### src/rtl/tick_timer_pkg.sv
package tick_timer_pkg;

    localparam int N_SRC     = 4;
    localparam int SRC_W     = 2;
    localparam int DIV_W     = 2;
    localparam int CTL_W     = 16;

    // control word bit positions; software decodes these
    localparam int B_SRC     = 8;
    localparam int B_DIV     = 6;
    localparam int B_MODE    = 4;
    localparam int B_CLR     = 2;
    localparam int B_IE      = 1;
    localparam int B_FLAG    = 0;

    localparam logic [1:0] A_CTL = 2'd0;
    localparam logic [1:0] A_CNT = 2'd1;
    localparam logic [1:0] A_PER = 2'd2;

    typedef enum logic [1:0] {
        MODE_HALT = 2'b00,
        MODE_UP   = 2'b01,
        MODE_FREE = 2'b10,
        MODE_UPDN = 2'b11
    } mode_e;

    typedef struct packed {
        logic [SRC_W-1:0] src;
        logic [DIV_W-1:0] div;
        mode_e            mode;
        logic             ie;
        logic             flag;
    } ctl_t;

endpackage

### src/rtl/tt_prescaler.sv
module tt_prescaler #(
    parameter int DIV_W = 2
) (
    input  logic             clk,
    input  logic             rst_n,
    input  logic             run,
    input  logic             tick,
    input  logic             clr,
    input  logic [DIV_W-1:0] div_sel,
    output logic             adv
);
    localparam int PCW = (1 << DIV_W) - 1;

    logic [PCW-1:0] ph_d, ph_q;
    logic [PCW-1:0] lim;

    // terminal phase is 2**div_sel - 1: the low div_sel bits set
    always_comb begin
        for (int i = 0; i < PCW; i++) begin
            lim[i] = (i < int'(div_sel));
        end
    end

    always_comb begin
        ph_d = ph_q;
        adv  = 1'b0;
        if (clr) begin
            ph_d = '0;
        end else if (run && tick) begin
            // >= so a ratio lowered mid-count still terminates at once
            if (ph_q >= lim) begin
                ph_d = '0;
                adv  = 1'b1;
            end else begin
                ph_d = ph_q + 1'b1;
            end
        end
    end

    always_ff @(posedge clk or negedge rst_n) begin
        if (!rst_n) ph_q <= '0;
        else        ph_q <= ph_d;
    end

endmodule

### src/rtl/tt_count_core.sv
module tt_count_core
    import tick_timer_pkg::*;
#(
    parameter int CW = 16
) (
    input  logic          clk,
    input  logic          rst_n,
    input  logic          adv,
    input  mode_e         mode,
    input  logic [CW-1:0] period,
    input  logic          clr,
    input  logic          load,
    input  logic [CW-1:0] load_val,
    output logic [CW-1:0] count,
    output logic          wrap_evt
);
    localparam logic [CW-1:0] ONE = {{(CW-1){1'b0}}, 1'b1};

    typedef struct packed {
        logic [CW-1:0] cnt;
        logic          down;
    } core_t;

    core_t s_d, s_q;

    always_comb begin
        s_d      = s_q;
        wrap_evt = 1'b0;
        if (mode != MODE_UPDN) s_d.down = 1'b0;
        if (clr) begin
            s_d.cnt  = '0;
            s_d.down = 1'b0;
        end else if (load) begin
            s_d.cnt = load_val;
        end else if (adv) begin
            unique case (mode)
                MODE_UP: begin
                    if (s_q.cnt >= period) begin
                        s_d.cnt  = '0;
                        wrap_evt = 1'b1;
                    end else begin
                        s_d.cnt = s_q.cnt + ONE;
                    end
                end
                MODE_FREE: begin
                    s_d.cnt  = s_q.cnt + ONE;
                    wrap_evt = (s_q.cnt == '1);
                end
                MODE_UPDN: begin
                    if (s_q.down) begin
                        if (s_q.cnt <= ONE) begin
                            s_d.cnt  = '0;
                            s_d.down = 1'b0;
                            wrap_evt = 1'b1;
                        end else begin
                            s_d.cnt = s_q.cnt - ONE;
                        end
                    end else if (s_q.cnt >= period) begin
                        // turn point; a period of 0 or 1 never leaves the up leg
                        if (s_q.cnt == ONE) begin
                            s_d.cnt  = '0;
                            wrap_evt = 1'b1;
                        end else if (s_q.cnt != '0) begin
                            s_d.cnt  = s_q.cnt - ONE;
                            s_d.down = 1'b1;
                        end
                    end else begin
                        s_d.cnt = s_q.cnt + ONE;
                    end
                end
                default: ;
            endcase
        end
    end

    always_ff @(posedge clk or negedge rst_n) begin
        if (!rst_n) s_q <= '0;
        else        s_q <= s_d;
    end

    assign count = s_q.cnt;

endmodule

### src/rtl/tick_timer.sv
module tick_timer
    import tick_timer_pkg::*;
#(
    parameter int CW = 16
) (
    input  logic             clk,
    input  logic             rst_n,
    input  logic             wr_en,
    input  logic [1:0]       addr,
    input  logic [CW-1:0]    wdata,
    output logic [CW-1:0]    rdata,
    input  logic [N_SRC-1:0] tick_in,
    output logic             irq
);
    typedef struct packed {
        ctl_t          ctl;
        logic [CW-1:0] period;
    } regs_t;

    regs_t r_d, r_q;

    logic          ctl_wr, cnt_wr, per_wr, clr_cmd;
    logic          adv_w, wrap_w, sel_tick;
    logic [CW-1:0] count_w;
    logic [1:0]    mode_w;
    logic [CW-1:0] per_w;
    logic          flag_w;
    logic [CTL_W-1:0] ctl_rd;

    assign ctl_wr   = wr_en && (addr == A_CTL);
    assign cnt_wr   = wr_en && (addr == A_CNT);
    assign per_wr   = wr_en && (addr == A_PER);
    assign clr_cmd  = ctl_wr && wdata[B_CLR];
    assign sel_tick = tick_in[r_q.ctl.src];

    tt_prescaler #(.DIV_W(DIV_W)) u_pre (
        .clk     (clk),
        .rst_n   (rst_n),
        .run     (r_q.ctl.mode != MODE_HALT),
        .tick    (sel_tick),
        .clr     (clr_cmd),
        .div_sel (r_q.ctl.div),
        .adv     (adv_w)
    );

    tt_count_core #(.CW(CW)) u_core (
        .clk      (clk),
        .rst_n    (rst_n),
        .adv      (adv_w),
        .mode     (r_q.ctl.mode),
        .period   (r_q.period),
        .clr      (clr_cmd),
        .load     (cnt_wr),
        .load_val (wdata),
        .count    (count_w),
        .wrap_evt (wrap_w)
    );

    always_comb begin
        r_d = r_q;
        if (ctl_wr) begin
            r_d.ctl.src  = wdata[B_SRC +: SRC_W];
            r_d.ctl.div  = wdata[B_DIV +: DIV_W];
            r_d.ctl.mode = mode_e'(wdata[B_MODE +: 2]);
            r_d.ctl.ie   = wdata[B_IE];
            r_d.ctl.flag = wdata[B_FLAG];
        end
        if (per_wr) r_d.period = wdata;
        // a wrap in the same cycle as a control write still leaves the flag set
        if (wrap_w) r_d.ctl.flag = 1'b1;
    end

    always_ff @(posedge clk or negedge rst_n) begin
        if (!rst_n) r_q <= '0;
        else        r_q <= r_d;
    end

    always_comb begin
        ctl_rd                   = '0;
        ctl_rd[B_SRC +: SRC_W]   = r_q.ctl.src;
        ctl_rd[B_DIV +: DIV_W]   = r_q.ctl.div;
        ctl_rd[B_MODE +: 2]      = r_q.ctl.mode;
        ctl_rd[B_IE]             = r_q.ctl.ie;
        ctl_rd[B_FLAG]           = r_q.ctl.flag;
    end

    always_comb begin
        rdata = '0;
        unique case (addr)
            A_CTL:   rdata[CTL_W-1:0] = ctl_rd;
            A_CNT:   rdata = count_w;
            A_PER:   rdata = r_q.period;
            default: rdata = '0;
        endcase
    end

    assign irq    = r_q.ctl.flag & r_q.ctl.ie;
    assign mode_w = r_q.ctl.mode;
    assign per_w  = r_q.period;
    assign flag_w = r_q.ctl.flag;

endmodule

### config.mk
export PLATFORM = sky130hd
export DESIGN_NAME = tick_timer
export DESIGN_NICKNAME = d
export VERILOG_FILES = /design/src/rtl/tick_timer_pkg.sv /design/src/rtl/tt_prescaler.sv /design/src/rtl/tt_count_core.sv /design/src/rtl/tick_timer.sv
export SDC_FILE = /design/constraint.sdc
export NUM_CORES = 1
export LEC_CHECK = 0
export CORE_ASPECT_RATIO = 0.9
export CORE_UTILIZATION = 50
export CTS_BUF_LIST = sky130_fd_sc_hd__clkbuf_2 sky130_fd_sc_hd__clkbuf_4 sky130_fd_sc_hd__clkbuf_8
export DETAILED_ROUTE_END_ITERATION = 10
export PLACE_DENSITY = 0.86
export REMOVE_ABC_BUFFERS = 1
export SLEW_MARGIN = 20
export SYNTH_ARGS = -nofsm -noshare
export SYNTH_HDL_FRONTEND = slang
export SYNTH_SLANG_ARGS = --single-unit
### constraint.sdc
create_clock -name clk -period 2.45 [get_ports clk]
set_input_delay 0.49 -clock clk [delete_from_list [all_inputs] [get_ports clk]]
set_output_delay 0.49 -clock clk [all_outputs]
set_load 0.02 [all_outputs]
==> impl_metrics.json, run 1 <==
{
  "clk_pin_slew_worst_paths_ns": 0.09,
  "wl_mm": 14.5,
  "synth_largest_area_cell": "dfrtp_1",
  "fmax_mhz": 361,
  "cp.required_ns": 2.63,
  "end_kind": "register",
  "route.layer.met1.wl_mm": 5.82,
  "hp-class": "in2async",
  "synth.top_cell.area_share_pct": 29.6,
  "path_max_fanout": 8,
  "htreeDepth": 2,
  "antenna_found_initial": 0,
  "layout_common_cells": "104 x buf_4, 44 x dfrtp_1, 31 x nand2_1",
  "clock_sinks": 44,
  "synth_area_leaders": "dfrtp_1 30%, ha_1 9.4%, mux2_2 6.1%",
  "r2r_cells": 9,
  "vias": 4203,
  "leakage_nw": 2.45,
  "cts_tree": "done",
  "synth-seq-cells": 44,
  "fp.dieH_um": 83.8,
  "arrival_ns": 2.95,
  "drc": 0,
  "cts.path.max_buffers": 2,
  "hold_viol_final": 0,
  "rows": 29,
  "layout_worst_path_cycle_share_pct": 113,
  "die_x_um": 92.9,
  "cts_root_buffer": "clkbuf_8",
  "clk_latency_ns": 0.31,
  "synth_ff_type": "dfrtp_1",
  "grt.total_usage_pct": 36.4,
  "start_util_pct": 52.3,
  "setup_viol": 18,
  "p_int_w": 0.00289,
  "p_total_w": 0.00545,
  "antennaDiodeCount": 0,
  "comb_power_share_pct": 72.2,
  "grt_pass1_vias": 4159,
  "start_kind": "register",
  "worstReg2RegEnd": "u_core.count[11]",
  "critical_path.endpoint": "u_core.count[11]",
  "finalCriticalPeriod_ns": 2.77,
  "synthToLayoutAreaGrowth_pct": 51.7,
  "rr_startpoint": "u_core.count[10]",
  "route.met2.wl_mm": 6.80,
  "final_common_cell": "buf_4",
  "switching_share_pct": 47.0,
  "cts_buffers": 5,
  "via_per_inst": 6.25,
  "drtAntennaViolNets": 0,
  "critPathKind": "reg2reg",
  "hpwl_mm": 9.98,
  "violations": "setup timing",
  "port_buffers": 41,
  "slew_violations": 0,
  "wire_per_inst_um": 21.6,
  "drive_gt1_share_pct": 42.2,
  "coreArea_um2": 7110,
  "synthArstFlopShare_pct": 100,
  "fin_util_pct": 79.3,
  "ys_seq_area_share_pct": 29.6,
  "final.setup.tns_ns": -4.34,
  "switchingPower_w": 0.00257,
  "nets": 633,
  "seq_power_share_pct": 19.3,
  "clock_skew_ns": 0.00607,
  "globalplace.congestion": 0.972,
  "cp-startpoint": "u_core.count[10]",
  "grt-ovfl-total": 0,
  "worst_pin_slew_ns": 0.544,
  "die_area_um2": 7780,
  "drtIter0Drc": 378,
  "synth_area_um2": 3720,
  "synth_edf_count": 0,
  "syn_inst": 434,
  "io_pins": 42,
  "grt_pass1_wl_mm": 21.7,
  "synth.avg_cell_area_um2": 8.56,
  "nFillCells": 446,
  "relSlewSlack_pct": 63.3,
  "rrSetupSlack_ns": -0.32,
  "status": "complete, but fails checks",
  "peakVddDrop_v": 0.000554,
  "yosys.cell_types.count": 64,
  "top_layer_used": "met4",
  "power_density_nw_per_um2": 968,
  "firstDrtPassIters": 5,
  "place_ws_ns": -0.490,
  "grt_max_degree": 26,
  "final.setup.worst_slack_ns": -0.316,
  "yosys_warnings": 0,
  "rsz0062_at_grt": "yes",
  "clkPwrFrac_pct": 8.5,
  "maxCapViolations": 0,
  "met3RoutedLength_mm": 1.36
}
-- critical path: stages, from the launching register on --
cell and delay, ns:
dfrtp_1 0.40, or4_4 0.56, or4_4 0.57, or3_4 0.39, a21oi_4 0.16, buf_6 0.12
o21ai_4 0.07, buf_8 0.16, nor2_1 0.12, a31oi_1 0.07
-- worst min-delay path by stage --
| stage | startpoint | to | cells past startpoint |
|---|---|---|---|
| 2_1_floorplan | rst_n | ctl_rd[1] | 0 |
| 3_3_place_gp | rst_n | mode_w[0] | 1 |
| 3_5_place_dp | rst_n | mode_w[1] | 1 |
| 4_1_cts | rst_n | mode_w[1] | 1 |
| 5_1_grt | rst_n | mode_w[1] | 1 |
| 6_report | rst_n | mode_w[1] | 1 |
-- logic make-up after synthesis --
family	after synthesis	share of synthesized area, %
AND/OR/NAND/NOR	140	19.1
AO/OA/AOI/OAI	115	21.0
buffers and inverters	56	6.77
flip-flops	44	29.6
multiplexers	31	9.36
adder cells (fa/ha/maj)	28	9.43
XOR/XNOR	20	4.71
-- power groups by stage --
stage	clock, W	sequential (W)	combinational [W]
global placement	0	0.00104	0.00302
CTS	0.000468	0.00104	0.00341
detailed placement	0	0.00105	0.00310
global route	0.000495	0.00107	0.00418
finish	0.000463	0.00105	0.00394
floorplan	0	0.00115	0.00152
-- synthesized netlist by cell type (3+ instances only) --
master     number
buf_6           3
nand2_1        33
xor2_1          9
mux2i_1        10
buf_1           3
a211oi_1        3
inv_1          29
dfrtp_1        44
a21oi_1        20
nor2_1         35
a31oi_1         8
nor4_1          7
a221oi_1        4
xnor2_1        11
a22oi_1         5
and3_1          4
a22o_1         10
nor3_1         11
nand3b_1        3
o21ai_0        34
o2bb2ai_1       3
nand4_1         5
or2_2           6
nand3_1        17
nand2b_1        4
mux2_2         20
ha_1           28
clkbuf_1       18
-- sequential cells by signal, indices dropped and copies added, names as in the netlist --
signal and cells:
flag_w 1, u_pre.ph_q 3, per_w 16, mode_w 2
u_core.s_q 1, u_core.count 16, ctl_rd 5
-- cell type report --
| type | instances | area (µm²) | share of cell area [%] |
|---|---|---|---|
| Multi-Input combinational cell | 334 | 2800 | 49.6 |
| Timing Repair Buffer | 166 | 1430 | 25.4 |
| Sequential cell | 44 | 1100 | 19.5 |
| Tap cell | 93 | 116 | 2.06 |
| Inverter | 29 | 109 | 1.93 |
| Clock buffer | 5 | 68.8 | 1.22 |
| Clock inverter | 2 | 12.5 | 0.222 |
-- what timing repair did --
item / in CTS / in global routing
setup buffers: 14 / 3
hold buffers: 0 / 0
endpoints found under the hold margin: 0 / 0
pin swaps: 14 / 26
gates cloned: 2 / 0
endpoints found under the setup margin: 33 / 34
resized for setup: 110 / 65
-- layer usage --
layer  GRT usage, %  vias up
met5              0        -
met4           13.3        0
met3           8.01       61
met2           58.4      267
met1           47.9     1996
li1               -     1879
-- stage by stage --
stage / cell area [µm²] / hold slack (ns) / std cells
floorplan: 3570 / 0.194 / 407
global placement: 4920 / 0.485 / 647
detailed placement: 4920 / 0.495 / 647
CTS: 5350 / 0.158 / 670
global route: 5640 / 0.181 / 673
finish: 5640 / 0.138 / 673
Note: power is estimated with default switching activity, not from simulation.
==> run 2: changes to the inputs <==
--- a/config.mk
+++ b/config.mk
@@ -6,10 +6,10 @@
 export NUM_CORES = 1
 export LEC_CHECK = 0
 export CORE_ASPECT_RATIO = 0.9
-export CORE_UTILIZATION = 50
+export CORE_UTILIZATION = 40
 export CTS_BUF_LIST = sky130_fd_sc_hd__clkbuf_2 sky130_fd_sc_hd__clkbuf_4 sky130_fd_sc_hd__clkbuf_8
 export DETAILED_ROUTE_END_ITERATION = 10
-export PLACE_DENSITY = 0.86
+export PLACE_DENSITY = 0.73
 export REMOVE_ABC_BUFFERS = 1
 export SLEW_MARGIN = 20
 export SYNTH_ARGS = -nofsm -noshare
==> impl_metrics.json, run 2 (synthesis gave the netlist of run 1 again) <==
{
  "status": "complete, but fails checks",
  "violations": "setup timing",
  "slew_violations": 0,
  "power_density_nw_per_um2": 965,
  "cp.required_ns": 2.63,
  "drive_gt1_share_pct": 40.1,
  "grt_pass1_vias": 4025,
  "final_common_cell": "buf_4",
  "critPathKind": "reg2reg",
  "drtIter0Drc": 275,
  "clk_latency_ns": 0.31,
  "cts_buffers": 5,
  "fin_util_pct": 62.3,
  "fp.dieH_um": 93.4,
  "finalCriticalPeriod_ns": 2.77,
  "die_x_um": 104,
  "end_kind": "register",
  "worst_pin_slew_ns": 0.720,
  "maxCapViolations": 0,
  "die_area_um2": 9680,
  "antenna_found_initial": 0,
  "drc": 0,
  "cts_root_buffer": "clkbuf_8",
  "relSlewSlack_pct": 52.0,
  "hold_viol_final": 0,
  "setup_viol": 16,
  "post_dp_cell_area_um2": 4980,
  "finalNonFillerCells": 697,
  "firstDrtPassIters": 5,
  "start_util_pct": 42.2,
  "synthToLayoutAreaGrowth_pct": 47.7,
  "fmax_mhz": 362,
  "cts_tree": "done",
  "io_pins": 42,
  "wire_per_inst_um": 19.5,
  "layout_common_cells": "103 x buf_4, 44 x dfrtp_1, 31 x nand2_1",
  "p_total_w": 0.00529,
  "rsz0062_at_grt": "yes",
  "via_per_inst": 5.75,
  "layout_worst_path_cycle_share_pct": 113,
  "cts_hold_buf": 0,
  "arrival_ns": 2.94,
  "grt-ovfl-total": 0,
  "wl_mm": 13.6,
  "clk_pin_slew_worst_paths_ns": 0.10,
  "rows": 32,
  "grt_max_degree": 29,
  "htreeDepth": 2,
  "peakVddDrop_v": 0.000475,
  "hpwl_mm": 9.93,
  "antennaDiodeCount": 0,
  "clock_skew_ns": 0.0193,
  "clock_sinks": 44,
  "postLayoutCellArea_um2": 5490,
  "start_kind": "register",
  "drtAntennaViolNets": 0,
  "path_max_fanout": 13,
  "placed_cells": 675,
  "globalplace.congestion": 0.924,
  "final.setup.worst_slack_ns": -0.315,
  "nets": 630,
  "coreArea_um2": 8810,
  "cts.path.max_buffers": 2,
  "grt.total_usage_pct": 28.5,
  "port_buffers": 41,
  "leakage_nw": 2.45,
  "hp-class": "in2async",
  "vias": 4007,
  "rrSetupSlack_ns": -0.32,
  "grt_pass1_wl_mm": 21.3
}
-- run 2: cell count changes in the layout (fill, tap and decap cells not counted), moves of 3 or more --
cell	change
a31oi_1	+3
a31oi_2	-4
buf_2	+7
buf_6	-3
clkdlybuf4s15_2	-7
ha_1	+4
ha_4	-4
-- run 2: per-layer routing --
metal  up-vias  global-route usage, %  wire [µm]
li1       1871                      -          -
met1      1922                   38.4       5970
met2       189                   47.1       6220
met3        25                   5.30       1100
met4         0                   7.49        274
met5         -                      0          0
-- run 2: final cells by class --
cell class | instances | area [µm²]
clock buffer | 6 | 76.3
clock inverter | 2 | 35.0
fill | 766 | 3320
inverter | 29 | 109
multi-input combinational | 334 | 2670
sequential | 44 | 1100
tap | 119 | 149
timing repair buffer | 163 | 1350
-- run 2: critical path, stage by stage (launching register included) --
cell	delay, ns
dfrtp_1	0.39
or4_4	0.54
or4_4	0.50
or3_4	0.45
a21oi_4	0.18
o21a_4	0.18
buf_12	0.15
nor2_2	0.04
a22o_1	0.19
-- run 2: per-stage QoR --
stage | hold WS (ns) | setup TNS (ns) | setup WS, ns
global placement | 0.515 | -12.94 | -0.517
detailed placement | 0.519 | -13.26 | -0.532
floorplan | 0.194 | -4.66 | -0.376
global route | 0.259 | -4.57 | -0.368
finish | 0.220 | -3.62 | -0.315
CTS | 0.234 | -3.73 | -0.333
-- run 2: final timing paths --
kind | start | endpoint | cells past startpoint
hold / removal | rst_n | u_pre.ph_q[1] | 1
setup / recovery | u_core.count[10] | u_core.count[2] | 8
setup reg to reg | u_core.count[10] | u_core.count[2] | 8
max in group asynchronous | rst_n | ctl_rd[1] | 2
min in group clk | ctl_rd[1] | ctl_rd[1] | 1
hold reg to reg | ctl_rd[1] | ctl_rd[1] | 1
-- run 2: where the power goes --
group,switching [W],total [W],internal [W]
Clock,0.000272,0.000587,0.000315
Combinational,0.00199,0.00367,0.00168
Sequential,0.000118,0.00103,0.000914
-- run 2: timing repair --
item                       in CTS  in global routing
pin swaps                      29                 27
gates cloned                    0                  1
resized for setup              89                 67
setup buffers                  10                  5
setup endpoints to repair      33                 33
